[config.mk]
export PLATFORM = sky130hd
export DESIGN_NAME = desc_ring_ctl
export DESIGN_NICKNAME = d
export VERILOG_FILES = /design/src/rtl/desc_ring_pkg.sv /design/src/rtl/desc_ring_dp.sv /design/src/rtl/desc_ring_ctrl.sv /design/src/rtl/desc_ring_ctl.sv
export SDC_FILE = /design/constraint.sdc
export NUM_CORES = 1
export LEC_CHECK = 0
export BUFFER_PORTS_ARGS = -buffer_cell sky130_fd_sc_hd__buf_4
export CAP_MARGIN = 5
export CORE_MARGIN = 2
export CORE_UTILIZATION = 61
export DETAILED_ROUTE_END_ITERATION = 10
export PLACE_DENSITY = 0.95
export SLEW_MARGIN = 20
export SYNTH_ARGS = -nofsm -noshare
export SYNTH_HDL_FRONTEND = slang
export SYNTH_SLANG_ARGS = --single-unit
[constraint.sdc]
create_clock -name clk -period 6.67 [get_ports clk]
set_input_delay 0.667 -clock clk [delete_from_list [all_inputs] [get_ports clk]]
set_output_delay 0.667 -clock clk [all_outputs]
set_load 0.1 [all_outputs]
[src/rtl/desc_ring_pkg.sv]
package desc_ring_pkg;
  localparam int REG_AW = 8;
  localparam logic [REG_AW-1:0] OFS_CTRL  = 8'h00;
  localparam logic [REG_AW-1:0] OFS_BASEL = 8'h08;
  localparam logic [REG_AW-1:0] OFS_BASEH = 8'h0C;
  localparam logic [REG_AW-1:0] OFS_SIZE  = 8'h10;
  localparam logic [REG_AW-1:0] OFS_TAIL  = 8'h14;
  localparam logic [REG_AW-1:0] OFS_WBL   = 8'h20;
  localparam logic [REG_AW-1:0] OFS_WBH   = 8'h24;
  localparam logic [REG_AW-1:0] OFS_DLY   = 8'h28;
  localparam logic [REG_AW-1:0] OFS_PYLD  = 8'h44;
  localparam logic [REG_AW-1:0] OFS_QRST  = 8'h48;

  typedef struct packed {
    logic fetchAdv;
    logic headAdv;
    logic clearAll;
  } ringStrobe_t;
endpackage

[src/rtl/desc_ring_dp.sv]
module desc_ring_dp
  import desc_ring_pkg::*;
#(
  parameter int IDX_W     = 8,
  parameter int DLY_W     = 16,
  parameter int DESC_LOG2 = 5
) (
  input  logic              clk,
  input  logic              rstN,
  input  logic              regWr,
  input  logic [REG_AW-1:0] regAddr,
  input  logic [31:0]       regWrData,
  input  logic [REG_AW-1:0] rdAddr,
  output logic [31:0]       rdData,
  input  ringStrobe_t       stb,
  output logic              qEnable,
  output logic              wbEnable,
  output logic              irqEnable,
  output logic              rstReq,
  output logic              fetchPending,
  output logic              drained,
  output logic              ringFull,
  output logic [63:0]       fetchAddr,
  output logic [63:0]       wbAddr,
  output logic [IDX_W-1:0]  head,
  output logic [DLY_W-1:0]  batchDelay
);
  logic [2:0]       ctrlBits;
  logic [31:0]      baseLo, baseHi, wbLo, wbHi, pyldCnt;
  logic [IDX_W:0]   sizeReg;
  logic [IDX_W-1:0] tail, fetchPtr, idxMask, tailInc;
  logic             qRstFlag;

  // power-of-two ring: low bits of size minus one give the wrap mask
  assign idxMask   = sizeReg[IDX_W-1:0] - 1'b1;
  assign tailInc   = tail + 1'b1;
  assign qEnable   = ctrlBits[0];
  assign wbEnable  = ctrlBits[1];
  assign irqEnable = ctrlBits[2];
  assign rstReq    = regWr && (regAddr == OFS_QRST) && regWrData[0];
  assign fetchPending = (fetchPtr != tail);
  assign drained   = (head == tail);
  assign ringFull  = ((tailInc & idxMask) == head);
  assign fetchAddr = {baseHi, baseLo} + (64'(fetchPtr) << DESC_LOG2);
  assign wbAddr    = {wbHi, wbLo};

  always_ff @(posedge clk or negedge rstN) begin
    if (!rstN) begin
      ctrlBits <= '0; baseLo <= '0; baseHi <= '0; sizeReg <= '0;
      tail <= '0; wbLo <= '0; wbHi <= '0; batchDelay <= '0;
      pyldCnt <= '0; qRstFlag <= 1'b0; fetchPtr <= '0; head <= '0;
    end else begin
      qRstFlag <= 1'b0;
      if (stb.clearAll) begin
        ctrlBits <= '0;
        tail     <= '0;
        fetchPtr <= '0;
        head     <= '0;
        qRstFlag <= 1'b1;
      end else begin
        if (regWr) begin
          case (regAddr)
            OFS_CTRL:  ctrlBits   <= regWrData[2:0];
            OFS_BASEL: baseLo     <= regWrData;
            OFS_BASEH: baseHi     <= regWrData;
            OFS_SIZE:  sizeReg    <= regWrData[IDX_W:0];
            OFS_TAIL:  tail       <= regWrData[IDX_W-1:0] & idxMask;
            OFS_WBL:   wbLo       <= regWrData;
            OFS_WBH:   wbHi       <= regWrData;
            OFS_DLY:   batchDelay <= regWrData[DLY_W-1:0];
            OFS_PYLD:  pyldCnt    <= regWrData;
            default: ;
          endcase
        end
        if (stb.fetchAdv) fetchPtr <= (fetchPtr + 1'b1) & idxMask;
        if (stb.headAdv)  head     <= (head + 1'b1) & idxMask;
      end
    end
  end

  always_comb begin
    rdData = '0;
    case (rdAddr)
      OFS_CTRL:  rdData = {29'd0, ctrlBits};
      OFS_BASEL: rdData = baseLo;
      OFS_BASEH: rdData = baseHi;
      OFS_SIZE:  rdData = 32'(sizeReg);
      OFS_TAIL:  rdData = 32'(tail);
      OFS_WBL:   rdData = wbLo;
      OFS_WBH:   rdData = wbHi;
      OFS_DLY:   rdData = 32'(batchDelay);
      OFS_PYLD:  rdData = pyldCnt;
      OFS_QRST:  rdData = {31'd0, qRstFlag};
      default:   rdData = '0;
    endcase
  end
endmodule

[src/rtl/desc_ring_ctrl.sv]
module desc_ring_ctrl
  import desc_ring_pkg::*;
#(
  parameter int IDX_W = 8,
  parameter int DLY_W = 16
) (
  input  logic             clk,
  input  logic             rstN,
  input  logic             qEnable,
  input  logic             wbEnable,
  input  logic             irqEnable,
  input  logic             rstReq,
  input  logic             fetchPending,
  input  logic             drained,
  input  logic [IDX_W-1:0] head,
  input  logic [DLY_W-1:0] batchDelay,
  input  logic             fetchReady,
  input  logic             cplValid,
  input  logic             cplIrqEn,
  input  logic             cplWbEn,
  input  logic             wbReady,
  output ringStrobe_t      stb,
  output logic             fetchValid,
  output logic             cplReady,
  output logic             irqReq,
  output logic             wbValid,
  output logic [IDX_W-1:0] wbData
);
  logic             dirty, flushNow, cplFire;
  logic [DLY_W-1:0] batchCnt;

  // launch a merged writeback when the window expires or the ring drains
  assign flushNow   = dirty && !wbValid && ((batchCnt >= batchDelay) || drained);
  assign fetchValid = qEnable && fetchPending && !rstReq;
  assign cplReady   = !wbValid && !flushNow && !rstReq;
  assign cplFire    = cplValid && cplReady;

  always_comb begin
    stb.fetchAdv = fetchValid && fetchReady;
    stb.headAdv  = cplFire;
    stb.clearAll = rstReq;
  end

  always_ff @(posedge clk or negedge rstN) begin
    if (!rstN) begin
      dirty <= 1'b0; batchCnt <= '0; wbValid <= 1'b0;
      wbData <= '0; irqReq <= 1'b0;
    end else if (rstReq) begin
      dirty <= 1'b0; batchCnt <= '0; wbValid <= 1'b0; irqReq <= 1'b0;
    end else begin
      irqReq <= cplFire && irqEnable && cplIrqEn;
      if (wbValid && wbReady) wbValid <= 1'b0;
      if (flushNow) begin
        wbValid  <= 1'b1;
        wbData   <= head;
        dirty    <= 1'b0;
        batchCnt <= '0;
      end else if (dirty) begin
        batchCnt <= batchCnt + 1'b1;
      end
      if (cplFire && wbEnable && cplWbEn) dirty <= 1'b1;
    end
  end
endmodule

[src/rtl/desc_ring_ctl.sv]
module desc_ring_ctl
  import desc_ring_pkg::*;
#(
  parameter int IDX_W     = 8,
  parameter int DLY_W     = 16,
  parameter int DESC_LOG2 = 5
) (
  input  logic             clk,
  input  logic             rstN,
  input  logic             regWr,
  input  logic [7:0]       regAddr,
  input  logic [31:0]      regWrData,
  input  logic [7:0]       regRdAddr,
  output logic [31:0]      regRdData,
  output logic             fetchValid,
  input  logic             fetchReady,
  output logic [63:0]      fetchAddr,
  input  logic             cplValid,
  output logic             cplReady,
  input  logic             cplIrqEn,
  input  logic             cplWbEn,
  output logic             irqReq,
  output logic             wbValid,
  input  logic             wbReady,
  output logic [63:0]      wbAddr,
  output logic [IDX_W-1:0] wbData,
  output logic             ringFull
);
  ringStrobe_t      stb;
  logic             qEnable, wbEnable, irqEnable, rstReq, fetchPending, drained;
  logic [IDX_W-1:0] head;
  logic [DLY_W-1:0] batchDelay;

  desc_ring_dp #(.IDX_W(IDX_W), .DLY_W(DLY_W), .DESC_LOG2(DESC_LOG2)) u_dp (
    .clk(clk), .rstN(rstN), .regWr(regWr), .regAddr(regAddr),
    .regWrData(regWrData), .rdAddr(regRdAddr), .rdData(regRdData),
    .stb(stb), .qEnable(qEnable), .wbEnable(wbEnable), .irqEnable(irqEnable),
    .rstReq(rstReq), .fetchPending(fetchPending), .drained(drained),
    .ringFull(ringFull), .fetchAddr(fetchAddr), .wbAddr(wbAddr),
    .head(head), .batchDelay(batchDelay)
  );

  desc_ring_ctrl #(.IDX_W(IDX_W), .DLY_W(DLY_W)) u_ctrl (
    .clk(clk), .rstN(rstN), .qEnable(qEnable), .wbEnable(wbEnable),
    .irqEnable(irqEnable), .rstReq(rstReq), .fetchPending(fetchPending),
    .drained(drained), .head(head), .batchDelay(batchDelay),
    .fetchReady(fetchReady), .cplValid(cplValid), .cplIrqEn(cplIrqEn),
    .cplWbEn(cplWbEn), .wbReady(wbReady), .stb(stb), .fetchValid(fetchValid),
    .cplReady(cplReady), .irqReq(irqReq), .wbValid(wbValid), .wbData(wbData)
  );
endmodule

Yosys cells after proc, flatten, opt, wreduce, memory -nomap -nowiden
Index checks and enable logic that the tools add are counted.
{ "classes": {"n_addsub": 6, "order_cmp": 1, "eq_ne": 21, "n_mux": 22, "bitwise_logic": 5, "n_reduce_logical": 39} }
{ "ops": {"columns": ["operator", "count"], "rows": [
  ["case mux 32 bit (10 select lines)", 1],
  ["adder 64 x 13 -> 64 bit", 1],
  ["two-way mux 8 bit", 7],
  ["== test 8 x 6 -> 1 bit (second input constant)", 6],
  ["two-way mux 16 bit", 3],
  ["bitwise AND 8 bit", 4],
  ["== test 8 x 4 -> 1 bit (second input constant)", 4],
  ["== test 8 x 5 -> 1 bit (second input constant)", 4],
  ["== test 8 x 7 -> 1 bit (second input constant)", 4],
  ["adder 8 x 1 -> 8 bit (second input constant)", 3],
  ["AND reduction 3 bit", 7],
  ["adder 16 x 1 -> 16 bit (second input constant)", 1],
  ["== test 8 bit", 2],
  ["greater-or-equal comparator 16 bit", 1],
  ["zero test 8 bit", 2],
  ["logical AND 1 bit", 15],
  ["nonzero test 2 bit", 5],
  ["two-way mux 3 bit", 3],
  ["nonzero test 3 bit", 3],
  ["two-way mux 1 bit", 8],
  ["inequality test 8 bit", 1],
  ["subtractor 8 x 1 -> 8 bit (second input constant)", 1],
  ["AND reduction 2 bit", 3],
  ["zero test 1 bit", 3],
  ["2 further kinds", 2]
]} }
{ "totals": {"ff_bits": 240, "in_bits": 56, "output_inout_bits": 173, "word_cells": 111} }

Logic depth before layout (Yosys ltp)
{ "depth": {"word_depth": 11, "ltp_mapped": 10, "depth_no_buf": 9} }

Modules after synthesis
Synthesis repeated with hierarchy kept, for this count alone.
{ "unflattened": {"hier_cells": 1216, "hier_area_um2": 13188.9} }
{ "by_module_without_submodules": {"columns": ["module", "n_inst", "cells_per_inst", "area_each_um2", "seq_area_each_um2"], "rows": [
  ["desc_ring_dp", 1, 1044, 11483.5, 5330.1],
  ["desc_ring_ctrl", 1, 172, 1705.4, 675.6]
]} }

Worst setup path before layout
No wires, ideal clock.
{ "synth_path": {"path_kind": "flip-flop to output port", "from": "reg u_dp.sizeReg[0]", "to": "out ringFull", "arrival_ps": 3779, "required_ps": 6003, "setup_slack_ps": 2224, "stages_incl_launch_ff": 8, "n_path_buf": 1, "path_cell_list": "dfrtp_1 > buf_2 > or4_1 > or3_1 > a22oi_1 > xnor2_1 > nand4_1 > nor3_1"} }
{ "synth_between": {"elab_chain_cells": 3} }
{ "synth_lines": {"columns": ["item", "line", "text"], "rows": [
  ["start, declared", "desc_ring_dp.sv:30", "logic [IDX_W:0] sizeReg;"],
  ["start signal, assigned", "desc_ring_dp.sv:66", "OFS_SIZE: sizeReg <= regWrData[IDX_W:0];"],
  ["subtractor 8 x 1 -> 8 bit", "desc_ring_dp.sv:35", "assign idxMask = sizeReg[IDX_W-1:0] - 1'b1;"],
  ["bitwise AND 8 bit", "desc_ring_dp.sv:43", "assign ringFull = ((tailInc & idxMask) == head);"],
  ["== test 8 bit", "desc_ring_dp.sv:43", null],
  ["end, declared", "desc_ring_ctl.sv:27", "output logic ringFull"]
]} }
No other way between the ends.

Worst setup path after layout
{ "layout_path": {"from": "reg u_dp.baseLo[12]", "to": "out fetchAddr[37]"} }
{ "layout_between": {"elab_chain_cells": 1} }
{ "layout_lines": {"columns": ["item", "line", "text"], "rows": [
  ["start, declared", "desc_ring_dp.sv:29", "logic [31:0] baseLo, baseHi, wbLo, wbHi, pyldCnt;"],
  ["start signal, assigned", "desc_ring_dp.sv:64", "OFS_BASEL: baseLo <= regWrData;"],
  ["adder 64 x 13 -> 64 bit", "desc_ring_dp.sv:44", "assign fetchAddr = {baseHi, baseLo} + (64'(fetchPtr) << DESC_LOG2);"],
  ["end, declared", "desc_ring_ctl.sv:17", "output logic [63:0] fetchAddr,"]
]} }
No other way between the ends.

==> run metrics <==
Tmin final 4.43 ns; iteration-0 DRC count of the detailed router 1606; Vias/cell 6.82; crit-path most repeated cell nand2_1; syn_nets ~1300; Placed Area about 15000 µm²; DRT Pass-1 Iters 7; Critical Path AT ~3.8 ns; Pwr per Cell Area between 200 and 250 nW/µm²; area of the die 22800 µm²; Worst path slowest cell a21oi_1; gr usage total 37.5%; die height 151 µm; Main synth FF type dfrtp_1; share of layout cells above drive strength 1 between 30% and 40%; initial antenna violation count 0; Port-buffer cells 228; average wire per standard cell 24.5 µm; Layout Nets 1543; row count 53; largest net degree at the start of global routing 130; core area between 20000 and 25000 µm²; Yosys reg bits 240; vias in the first global route roughly 12000; CP top delay family compound AO/OA/AOI/OAI gates; max-cap violations 0; LEAKAGE 7.85 nW; grt ovf 0; Clk pin slew, worst setup/hold paths 0.06 ns; Hold Fails Final Rpt 0; Detail Placement HPWL roughly 29000 µm; period utilization 66.5%; mapped cell area about 13000 µm²; slew at the pin closest to its max-slew limit 1.19 ns; number of buffers and inverters on the critical path 1; asr flop ratio synth 100%; kind of critical path reg -> out; Design Power 3.67 mW; unrepaired setup endpoints after global routing false; startpoint types flip-flop; Clock Skews a little under 0.007 ns; Synth top area share 45.6%; CTS resizes 0; DRC Markers 0; Syn Inst Count 1261; largest cells by area after synthesis dfrtp_1 46%, mux2_2 14%, xnor2_1 4.1%; CTS Buf Count 25; dpl ws ~2.4 ns; final setup fails 0; EDFF count, synth 0; Worst setup EP type output pin; register area share after synthesis 45.6%; Ys Warns 0; I/O Pins 229; Finished Core Util about three quarters; # Post-CTS Setup Buffers 0; via count 11900; largest area contributor in the netlist dfrtp_1; Total Routed Length 42900 µm; worst setup margin roughly 2.2 ns; Chip Width 151 µm; # diodes 0; synth unique cells 63; worst min-delay path class in -> async; TritonCTS Sinks between 200 and 250; CTS max path bufs 3; Starting Density 62.5%; routability cong. 0.943; Slew Limit Headroom approximately a fifth; first-pass GRT wire length ~66000 µm; syn avg cell area 10.5 µm²; CP Data Required Time 6.00 ns; post-layout instance area about 16000 µm²; accumulated negative setup slack 0 ns; root buf cell clkbuf_16; worst path cell trace ha_1 > o2111a_1 > nand2_1 > or3_1 > a21oi_1 > nand2_1 > xnor2_1 > buf_4; Area growth, synth to finish 20.2%; CTS tree done; outcome finished, final reports clean; Worst-Skew Late Latency 0.53 ns; Detail Route Antenna Nets 0; H-tree depth 1; crit path max fanout 8; Final Max Tran Viols 0; cts hold-fix bufs 0; Worst path max stage delay approximately 0.54 ns; worst ir drop on vdd 0.197 mV; f_max between 200 and 250 MHz
-- power breakdown --
part | internal (mW) | switching [mW] | leakage (nW) | total (mW)
clock | 0.775 | 0.580 | 0.386 | 1.35
sequential | 1.52 | 0.0853 | 3.23 | 1.61
combinational | 0.178 | 0.529 | 4.23 | 0.707
total | 2.48 | 1.19 | 7.85 | 3.67
-- state kept, by name, indices dropped and copies added (netlist names), 3 cells and up --
name	count
u_dp.head	8
u_ctrl.wbData	8
u_dp.baseHi	32
u_dp.wbHi	32
u_dp.ctrlBits	3
u_dp.wbLo	32
u_dp.pyldCnt	32
u_dp.sizeReg	9
u_dp.fetchPtr	8
u_dp.batchDelay	16
u_dp.baseLo	32
u_dp.tail	8
u_ctrl.batchCnt	16
-- cell usage after synthesis, types with 5 or more instances --
| cell | n |
|---|---|
| ha_1 | 29 |
| and4_1 | 11 |
| or4b_2 | 5 |
| nand3_1 | 64 |
| a222oi_1 | 9 |
| nor2b_1 | 8 |
| nor4_1 | 11 |
| nand2b_1 | 10 |
| a31oi_1 | 5 |
| clkbuf_1 | 56 |
| buf_1 | 7 |
| mux2_2 | 162 |
| buf_4 | 5 |
| nor3_1 | 39 |
| xnor2_1 | 61 |
| a21o_1 | 5 |
| nand2_1 | 114 |
| dfrtp_1 | 240 |
| and3_1 | 31 |
| and2_1 | 11 |
| nor2_1 | 34 |
| mux2_4 | 8 |
| a22oi_1 | 68 |
| nor3b_1 | 6 |
| inv_1 | 36 |
| xor2_1 | 44 |
| o31ai_1 | 7 |
| nand4_1 | 27 |
| o21ai_0 | 60 |
| a21oi_1 | 23 |
| or3_1 | 8 |
-- cells by family (layout without fill, tap and decap cells) --
logic type | after synthesis | in the layout | synth area share (%)
fa+ha+maj | 30 | 30 | 2.91
flops | 240 | 240 | 45.6
compound gates | 208 | 208 | 10.5
xor+xnor | 105 | 105 | 6.98
mux | 173 | 173 | 15.0
buf+inv | 110 | 324 | 3.42
simple gates | 395 | 395 | 15.6
-- path summary, 6_finish.rpt --
kind,start,to,slack [ns],depth (start not counted)
hold reg to reg,u_dp.pyldCnt[10],u_dp.pyldCnt[10],0.51,1
setup / recovery,u_dp.baseLo[12],fetchAddr[37],2.24,8
setup reg to reg,u_ctrl.batchCnt[0],u_ctrl.wbData[4],3.73,8
hold / removal,rstN,u_ctrl.batchCnt[8],0.23,1
min in group clk,wbReady,u_ctrl.wbValid,0.39,3
max in group asynchronous,rstN,u_dp.pyldCnt[25],4.93,2
-- layer usage --
layer | vias to the layer above | track usage [%] | share of wire [%]
li1 | 4963 | - | -
met1 | 5870 | 49.4 | 37
met2 | 910 | 59.8 | 47
met3 | 196 | 7.56 | 11
met4 | 0 | 18.1 | 5.2
met5 | - | 0 | 0
-- layout by cell type, fill, tap and decap left out, types with 4 or more instances in the layout --
master,instances
mux2_4,8
a222oi_1,9
a21o_1,5
ha_1,29
or4b_2,5
or3_1,8
o22ai_1,4
dfrtp_1,240
and2_1,11
o211ai_1,4
xor2_1,44
nand4_1,27
nor3_1,38
and3_1,29
o2111ai_1,4
clkbuf_8,4
nand3_1,64
nor2_1,32
clkinv_2,5
mux2_2,162
buf_4,241
clkbuf_16,25
nor4_1,10
inv_1,36
nor3b_1,6
a31oi_1,5
a21oi_1,22
o21ai_0,60
nand2_1,114
nor2b_1,8
o31ai_1,7
clkbuf_1,9
nand2b_1,10
xnor2_1,61
and4_1,11
nand3b_1,4
a22oi_1,68
or4_1,4
-- layout make-up --
type / instances / area [µm²]
Clock buffer: 38 / 714
Sequential cell: 240 / 6010
Fill cell: 1358 / 5250
Clock inverter: 7 / 63.8
Inverter: 37 / 139
Tap cell: 275 / 344
Multi-Input combinational cell: 911 / 6750
Timing Repair Buffer: 242 / 1820
-- through the flow --
step / std cells / hold slack, ns
final: 1750 / 0.231
after global routing: 1750 / 0.342
after CTS: 1750 / 0.305
after detailed placement: 1705 / 0.496
after global placement: 1705 / 0.489
after floorplan: 1261 / 0.371
Power figures use the tool's default switching activity.
